`src/rtl/cct_pkg.sv`:
```
package cct_pkg;
  localparam int CCT_CNT_W = 32;
  localparam int CCT_LINES = 8;

  typedef enum logic [1:0] {
    SRC_HOLD = 2'd0,
    SRC_STEP = 2'd1,
    SRC_LOAD = 2'd2
  } cnt_src_e;
endpackage

```
`src/rtl/cct_counter.sv`:
```
module cct_counter
  import cct_pkg::*;
#(
  parameter int W = CCT_CNT_W,
  parameter logic [W-1:0] RST_VAL = W'(1)
) (
  input  logic         clk,
  input  logic         rst_n,
  input  logic         tick_i,
  input  logic         hold_i,
  input  logic         we_i,
  input  logic [W-1:0] wdata_i,
  output logic [W-1:0] count_o,
  output logic [W-1:0] next_o,
  output logic         step_o
);
  function automatic logic [W-1:0] bump(input logic [W-1:0] v);
    return v + W'(1);
  endfunction

  cnt_src_e     src;
  logic [W-1:0] count_q;

  always_comb begin
    if (we_i)                 src = SRC_LOAD;
    else if (tick_i && !hold_i) src = SRC_STEP;
    else                      src = SRC_HOLD;
  end

  always_ff @(posedge clk) begin
    if (!rst_n) count_q <= RST_VAL;
    else begin
      case (src)
        SRC_LOAD: count_q <= wdata_i;
        SRC_STEP: count_q <= bump(count_q);
        default:  count_q <= count_q;
      endcase
    end
  end

  assign count_o = count_q;
  assign next_o  = bump(count_q);
  assign step_o  = (src == SRC_STEP);


  a_r2_step: assert property (@(posedge clk) disable iff (!rst_n)
    (tick_i && !hold_i && !we_i) |=> count_o == $past(count_o) + W'(1));

  a_r3_hold: assert property (@(posedge clk) disable iff (!rst_n)
    (hold_i && !we_i) |=> $stable(count_o));

  a_r4_load: assert property (@(posedge clk) disable iff (!rst_n)
    we_i |=> count_o == $past(wdata_i));
endmodule

```
`src/rtl/cct_compare.sv`:
```
module cct_compare
  import cct_pkg::*;
#(
  parameter int W = CCT_CNT_W
) (
  input  logic         clk,
  input  logic         rst_n,
  input  logic         we_i,
  input  logic [W-1:0] wdata_i,
  input  logic         step_i,
  input  logic [W-1:0] next_i,
  output logic         match_o,
  output logic         pend_o
);
  function automatic logic hit(input logic step, input logic [W-1:0] nxt,
                               input logic [W-1:0] ref_v);
    return step && (nxt == ref_v);
  endfunction

  logic [W-1:0] cmp_q;
  logic         pend_q;

  assign match_o = hit(step_i, next_i, cmp_q);

  always_ff @(posedge clk) begin
    if (!rst_n) begin
      cmp_q  <= '0;
      pend_q <= 1'b0;
    end else begin
      if (we_i) cmp_q <= wdata_i;
      if (we_i)         pend_q <= 1'b0;
      else if (match_o) pend_q <= 1'b1;
    end
  end

  assign pend_o = pend_q;


  a_r7_ack_clears: assert property (@(posedge clk) disable iff (!rst_n)
    we_i |=> !pend_o);

  a_r5_match_sets: assert property (@(posedge clk) disable iff (!rst_n)
    (match_o && !we_i) |=> pend_o);

  a_r10_sticky: assert property (@(posedge clk) disable iff (!rst_n)
    (pend_o && !we_i) |=> pend_o);
  // without an enabled increment nothing new becomes pending
  a_r3_no_new: assert property (@(posedge clk) disable iff (!rst_n)
    (!pend_o && !step_i) |=> !pend_o);
endmodule

```
`src/rtl/cct_router.sv`:
```
module cct_router
  import cct_pkg::*;
#(
  parameter int LINES = CCT_LINES,
  parameter int SW = $clog2(LINES)
) (
  input  logic             clk,
  input  logic             rst_n,
  input  logic [SW-1:0]    sel_i,
  input  logic             pend_i,
  output logic [LINES-1:0] irq_o
);
  logic [SW-1:0] route_q;

  always_ff @(posedge clk) begin
    if (!rst_n) route_q <= '0;
    else        route_q <= sel_i;
  end

  for (genvar g = 0; g < LINES; g++) begin : g_line
    assign irq_o[g] = pend_i && (route_q == SW'(g));
  end


  a_r8_single: assert property (@(posedge clk) disable iff (!rst_n)
    $onehot0(irq_o));

  a_r8_follow: assert property (@(posedge clk) disable iff (!rst_n)
    (pend_i && $past(pend_i)) |-> irq_o == (LINES'(1) << $past(sel_i)));

  a_r8_quiet: assert property (@(posedge clk) disable iff (!rst_n)
    !pend_i |-> irq_o == '0);
endmodule

```
`src/rtl/cct_timer_top.sv`:
```
module cct_timer_top
  import cct_pkg::*;
#(
  parameter int W = CCT_CNT_W,
  parameter int LINES = CCT_LINES,
  localparam int SW = $clog2(LINES)
) (
  input  logic             clk,
  input  logic             rst_n,
  input  logic             tick_i,
  input  logic             hold_i,
  input  logic             cnt_we_i,
  input  logic [W-1:0]     cnt_wdata_i,
  input  logic             cmp_we_i,
  input  logic [W-1:0]     cmp_wdata_i,
  input  logic [SW-1:0]    route_i,
  input  logic             stat_en_i,
  output logic [W-1:0]     count_o,
  output logic             pend_o,
  output logic [LINES-1:0] irq_o
);
  logic [W-1:0] next_w;
  logic         step_w;
  logic         match_w;
  logic         pend_w;

  cct_counter #(.W(W)) u_cnt (
    .clk(clk), .rst_n(rst_n), .tick_i(tick_i), .hold_i(hold_i),
    .we_i(cnt_we_i), .wdata_i(cnt_wdata_i),
    .count_o(count_o), .next_o(next_w), .step_o(step_w)
  );

  cct_compare #(.W(W)) u_cmp (
    .clk(clk), .rst_n(rst_n), .we_i(cmp_we_i), .wdata_i(cmp_wdata_i),
    .step_i(step_w), .next_i(next_w), .match_o(match_w), .pend_o(pend_w)
  );

  cct_router #(.LINES(LINES)) u_rte (
    .clk(clk), .rst_n(rst_n), .sel_i(route_i), .pend_i(pend_w), .irq_o(irq_o)
  );

  assign pend_o = stat_en_i & pend_w;

  // request line and status agree whenever status is enabled
  a_r9_status: assert property (@(posedge clk) disable iff (!rst_n)
    stat_en_i |-> (pend_o == (irq_o != '0)));
  // an all-ones count that steps lands on zero
  a_r6_wrap: assert property (@(posedge clk) disable iff (!rst_n)
    (step_w && count_o == '1) |=> count_o == '0);
endmodule

```
`config.mk`:
```
export PLATFORM = sky130hd
export DESIGN_NAME = cct_timer_top
export DESIGN_NICKNAME = d
export VERILOG_FILES = /design/src/rtl/cct_pkg.sv /design/src/rtl/cct_counter.sv /design/src/rtl/cct_compare.sv /design/src/rtl/cct_router.sv /design/src/rtl/cct_timer_top.sv
export SDC_FILE = /design/constraint.sdc
export NUM_CORES = 1
export LEC_CHECK = 0
export ABC_AREA = 1
export ABC_CLOCK_PERIOD_IN_PS = 2100
export BUFFER_PORTS_ARGS = -buffer_cell sky130_fd_sc_hd__buf_2
export CAP_MARGIN = 20
export CELL_PAD_IN_SITES_DETAIL_PLACEMENT = 1
export CELL_PAD_IN_SITES_GLOBAL_PLACEMENT = 1
export CORE_UTILIZATION = 37
export CTS_BUF_LIST = sky130_fd_sc_hd__clkbuf_4
export CTS_CLUSTER_DIAMETER = 80
export DETAILED_ROUTE_END_ITERATION = 6
export PLACE_DENSITY = 0.92
export SLEW_MARGIN = 5
export SYNTH_ARGS = -nofsm -noshare
export SYNTH_HDL_FRONTEND = slang
export SYNTH_HIERARCHICAL = 1
export SYNTH_SLANG_ARGS = --single-unit
```
`constraint.sdc`:
```
create_clock -name clk -period 2.1 [get_ports clk]
set_input_delay 0.105 -clock clk [delete_from_list [all_inputs] [get_ports clk]]
set_output_delay 0.105 -clock clk [all_outputs]
set_load 0.03 [all_outputs]
```
# Yosys cells after proc, flatten, opt, wreduce, memory -nomap -nowiden
# Cells that the tools add are included.
classes:
  n_addsub: 1
  n_eq_ne: 10
  mux: 3
  bitwise_logic: 2
  n_reduce_logical: 14
op_table:
  columns: ["cell", "n"]
  rows:
  - ["$pmux 32 s2", 1]
  - ["$add 32x1->32 const B", 1]
  - ["$eq 32x32->1", 1]
  - ["$eq 3x3->1 const B", 4]
  - ["$logic_and 1x1->1", 10]
  - ["$eq 3x2->1 const B", 2]
  - ["$eq 3x1->1 const B", 1]
  - ["$logic_not 3->1", 1]
  - ["$eq 2x1->1 const B", 1]
  - ["$eq 2x2->1 const B", 1]
  - ["$mux 2", 1]
  - ["$reduce_bool 2->1", 1]
  - ["$reduce_or 2->1", 1]
  - ["$and 1x1->1", 1]
  - ["$logic_not 1->1", 1]
  - ["$mux 1", 1]
  - ["$not 1->1", 1]
word_totals:
  reg_bits: 68
  in_bits: 74
  out_inout_bits: 41
  wordCells: 34

# Depth between registers and ports, before layout
depth:
  word_depth: 6
  ltp_mapped: 17
  ltp_nobuf: 17

# By module
# The synthesis kept the hierarchy.
by_module_without_submodules:
  columns: ["module", "n_inst", "cells_per_inst", "area_per_inst_um2", "seq_area_each_um2"]
  rows:
  - ["cct_counter", 1, 415, 2444.8, 640.6]
  - ["cct_compare", 1, 321, 1915.6, 660.6]
  - ["cct_router", 1, 26, 146.4, 60.1]
  - ["cct_timer_top", 1, 2, 7.5, 0.0]

# Worst setup path before layout
# No wires, ideal clock.
synth_timing:
  kind: "flip-flop to flip-flop"
  startpoint: "register u_cnt.count_q[1], in the netlist u_cnt/count_o[1]"
  endpoint: "register u_cmp.pend_q, in the netlist u_cmp/pend_o"
  setup_time_ns: 0.066
  arrival_time_ns: 2.065
  t_required_ns: 2.034
  setup_slack_ns: -0.031
  path_stages_with_launch: 18
  path_buffers: 0
  synth_period_minus_slack_ns: 2.131
  cell_sequence: "dfxtp_1 -> ha_1 -> nand2_1 -> nor2_2 -> nand2_4 -> nor2_4 -> nand2_1 -> nand2_1 -> nand2_1 -> inv_1 -> nand2_1 -> nand2_1 -> nand2_1 -> nor2_1 -> nand2_1 -> nor2_1 -> nand3_1 -> a21oi_2"
synth_between:
  elab_chain_cells: 3
synth_rtl:
  columns: ["element", "line_no", "source"]
  rows:
  - ["start, declared", "cct_counter.sv:22", "logic [W-1:0] count_q;"]
  - ["start signal, assigned", "cct_counter.sv:34", "SRC_LOAD: count_q <= wdata_i;"]
  - ["start signal, assigned", "cct_counter.sv:35", "SRC_STEP: count_q <= bump(count_q);"]
  - ["start signal, assigned", "cct_counter.sv:36", "default: count_q <= count_q;"]
  - ["$add 32x1->32", "cct_counter.sv:18", "return v + W'(1);"]
  - ["named net next_w[18]", "cct_timer_top.sv:22", "logic [W-1:0] next_w;"]
  - ["$eq 32x32->1", "cct_compare.sv:17", "return step && (nxt == ref_v);"]
  - ["$logic_and 1x1->1", "cct_compare.sv:17", null]
  - ["end signal, assigned", "cct_compare.sv:28", "pend_q <= 1'b0;"]
  - ["end signal, assigned", "cct_compare.sv:31", "if (we_i) pend_q <= 1'b0;"]
  - ["end signal, assigned", "cct_compare.sv:32", "else if (match_o) pend_q <= 1'b1;"]
  - ["end, declared", "cct_compare.sv:21", "logic pend_q;"]
# The timed path passes the listed nets, and every way through them passes these cells.
# A chain may end at the register's enable or synchronous reset.

# Worst setup path in the final report
# Same ends and word-level chain as after synthesis.

==> metrics.md <==
| Metric | Value |
|---|---|
| Final setup skew | 0.0208 ns |
| Sw power | 1.28 mW |
| Switch share | 36.3% |
| Peak VDD IR | about 0.5 mV |
| Vias in the first global route | between 5000 and 6000 |
| Vias per std cell | 5.36 |
| DIE WIDTH | roughly 110 um |
| R2r setup slk | -0.23 ns |
| Global-route wire length before repair | 29400 um |
| Most frequent CP cell | nand2_1 |
| Final Core Density | 54.8% |
| Row cnt | 39 |
| DP HPWL | around 12000 um |
| Synth warn | 6 |
| CP Launch Type | register |
| Number of port buffers | 114 |
| Final ANT Viol Nets | 0 |
| Max incr delay on CP | 0.41 ns |
| P_leak | 3.23 nW |
| Post-place setup slack | -0.0674 ns |
| Crit Path Class | register to register |
| Worst slew pin tran | 0.514 ns |
| Unrepaired setup endpoints after global routing | yes |
| CP Cell Sequence | nand2_1, nor2_4, nand3b_1, xor2_2, inv_1, nand2_1, nand2_1, nor2_1, nand3_1, nor2_2, nand3_2, a21oi_2 |
| Status | complete, but fails checks |
| Shortest period the worst path allows | about 2.3 ns |
| Routed len/inst | 19.0 um |
| Clock slew at reported path FFs | 0.14 ns |
| NumNets Final | 991 |
| Final hold viol count | 1 |
| Largest net degree at the start of global routing | 33 |
| FMAX | ~0.43 GHz |
| CTS Buf Count | 9 |
| CTS sink count | 68 |
| Vias | 5711 |
| Endpoint class of the critical path | register |
| Final RePlAce weighted congestion | 0.898 |
| Final wirelength | 20300 um |
| Gr usage total | about a third |
| Placed insts | 979 |
| Final routed DRC violation total | 0 |
| Relative slew slack | approximately two thirds |
| Die height | approximately 110 um |
| CTS tree | done |
| Internal | 2.25 mW |
| H-tree depth | 3 |
| Max-cap violations | 0 |
| Worst-skew pair later-pin latency | approximately 0.47 ns |
| R2R Path Start | u_cnt/count_o[1]$_SDFFE_PN0P_ |
| Syn avg cell area | about 6 sq um |
| Final setup fails | 1 |
| Crit path DAT | roughly 2.7 ns |
| Worst min-delay path startpoint | cnt_wdata_i[10] |
| Max clock buf depth | 2 |
| Placeable Area | 0.0114 sq mm |
| Syn_nets | 794 |
| Clock Tree Root | clkbuf_4 |
| Non-filler instance count after layout | between 1000 and 1500 |
| Starting Density | between 30% and 40% |
| Synth-to-Final Area Change | 44.6% |
| Register share of total power | 42.6% |
| Final worst slack | -0.228 ns |
| Synthesized cell area | 0.00431 sq mm |
| Die area | 0.0121 sq mm |
| Tcrit/Tclk final | 111% |
| Layout cell share with drive strength beyond 1 | 26.3% |
| Critical-path top delay cell | dfxtp_4 |
| Initial antenna violation count | 2 |
| I/O Pins | about 120 |
| Pre-Repair DR Iteration Count | 5 |
| Max Fanout on Critical Path | 4 |
| Min-delay worst type | primary input to register |
| Cell count after synthesis | 719 |
| Critical Path RT | 2.51 ns |
| Comb power frac | 28.0% |
| Global route total overflow | 0 |
| Final hold slack | -0.000817 ns |
| Failing checks | hold timing, setup timing |
| Final Max Tran Viols | 0 |
| PwrDens | 567 mW/mm^2 |
| Crit path launch | u_cnt/count_o[1]$_SDFFE_PN0P_ |
| Clock share of power | 29.4% |
| Number of DRC markers in iteration 0 | 371 |
layout by cell type (no fill, tap or decap), drive strengths merged, types with 4 or more instances in the layout:
master	n
nand2	214
inv	159
buf	148
nor2	89
dfxtp	68
dlygate4sd3	59
o21ai	47
nand3	35
o221ai	29
a21oi	27
xor2	11
clkbuf	9
xnor2	7
nand3b	4
sequential cells by signal (all words and copies together) (netlist names):
register / flops
u_rte/route_q: 3
u_cnt/count_o: 32
u_cmp/pend_o: 1
u_cmp/cmp_q: 32
timing repair:
item                                   4_1_cts  5_1_grt
buffers inserted                             7        3
setup endpoints to repair                    1        1
endpoints found under the hold margin       51        0
resized for setup                           31       49
pin swaps                                    8       18
hold buffers                                59        0
worst max-delay path: cells and delay by family (launching register included):
family | cells | cell delay (ns)
AO/OA/AOI/OAI | 1 | 0.14
flip-flops | 1 | 0.41
AND/OR/NAND/NOR | 9 | 1.31
buffers and inverters | 1 | 0.10
XOR/XNOR | 1 | 0.31
metal layers:
metal | part of all wire (%) | track usage [%] | vias up
met5 | 0 | 0 | -
met4 | 4.7 | 17.0 | 0
met3 | 6.8 | 5.99 | 86
met2 | 48 | 54.7 | 286
met1 | 41 | 40.1 | 2736
li1 | - | - | 2603
power groups by stage:
stage	clock (mW)	combinational [mW]	sequential (mW)
4_1_cts	1.03	0.900	1.49
5_1_grt	1.11	1.06	1.52
3_5_place_dp	0	0.787	1.51
3_3_place_gp	0	0.759	1.51
2_1_floorplan	0	0.391	1.59
6_report	1.04	0.987	1.50
layout make-up:
cell class	count	area, sq um
diodes	2	5.00
clock buffers	9	67.6
multi-input cells	471	2430
repair buffers	207	1450
flip-flops and latches	68	1400
fillers	1538	5140
clock inverters	7	91.3
inverters	159	597
well taps	143	179
through the flow:
stage               hold slack, ns  instance area [sq um]  TNS [ns]  power, mW
global placement             0.287                   5170         0       2.27
global route                0.0164                   6230    -0.333       3.69
finish                   -0.000817                   6230    -0.228       3.53
detailed placement           0.289                   5170   -0.0674       2.30
floorplan                    0.198                   4310         0       1.98
CTS                        0.00489                   6070         0       3.42
final timing paths:
check | endpoint | cells past startpoint
max reg2reg | u_cmp/pend_o$_SDFFE_PP0P_ | 12
min | u_cnt/count_o[10]$_SDFFE_PN0P_ | 5
max | u_cmp/pend_o$_SDFFE_PP0P_ | 12
min reg2reg | u_cmp/cmp_q[3]$_SDFFE_PN0P_ | 2
No activity file was read; power rests on OpenSTA's default activity.
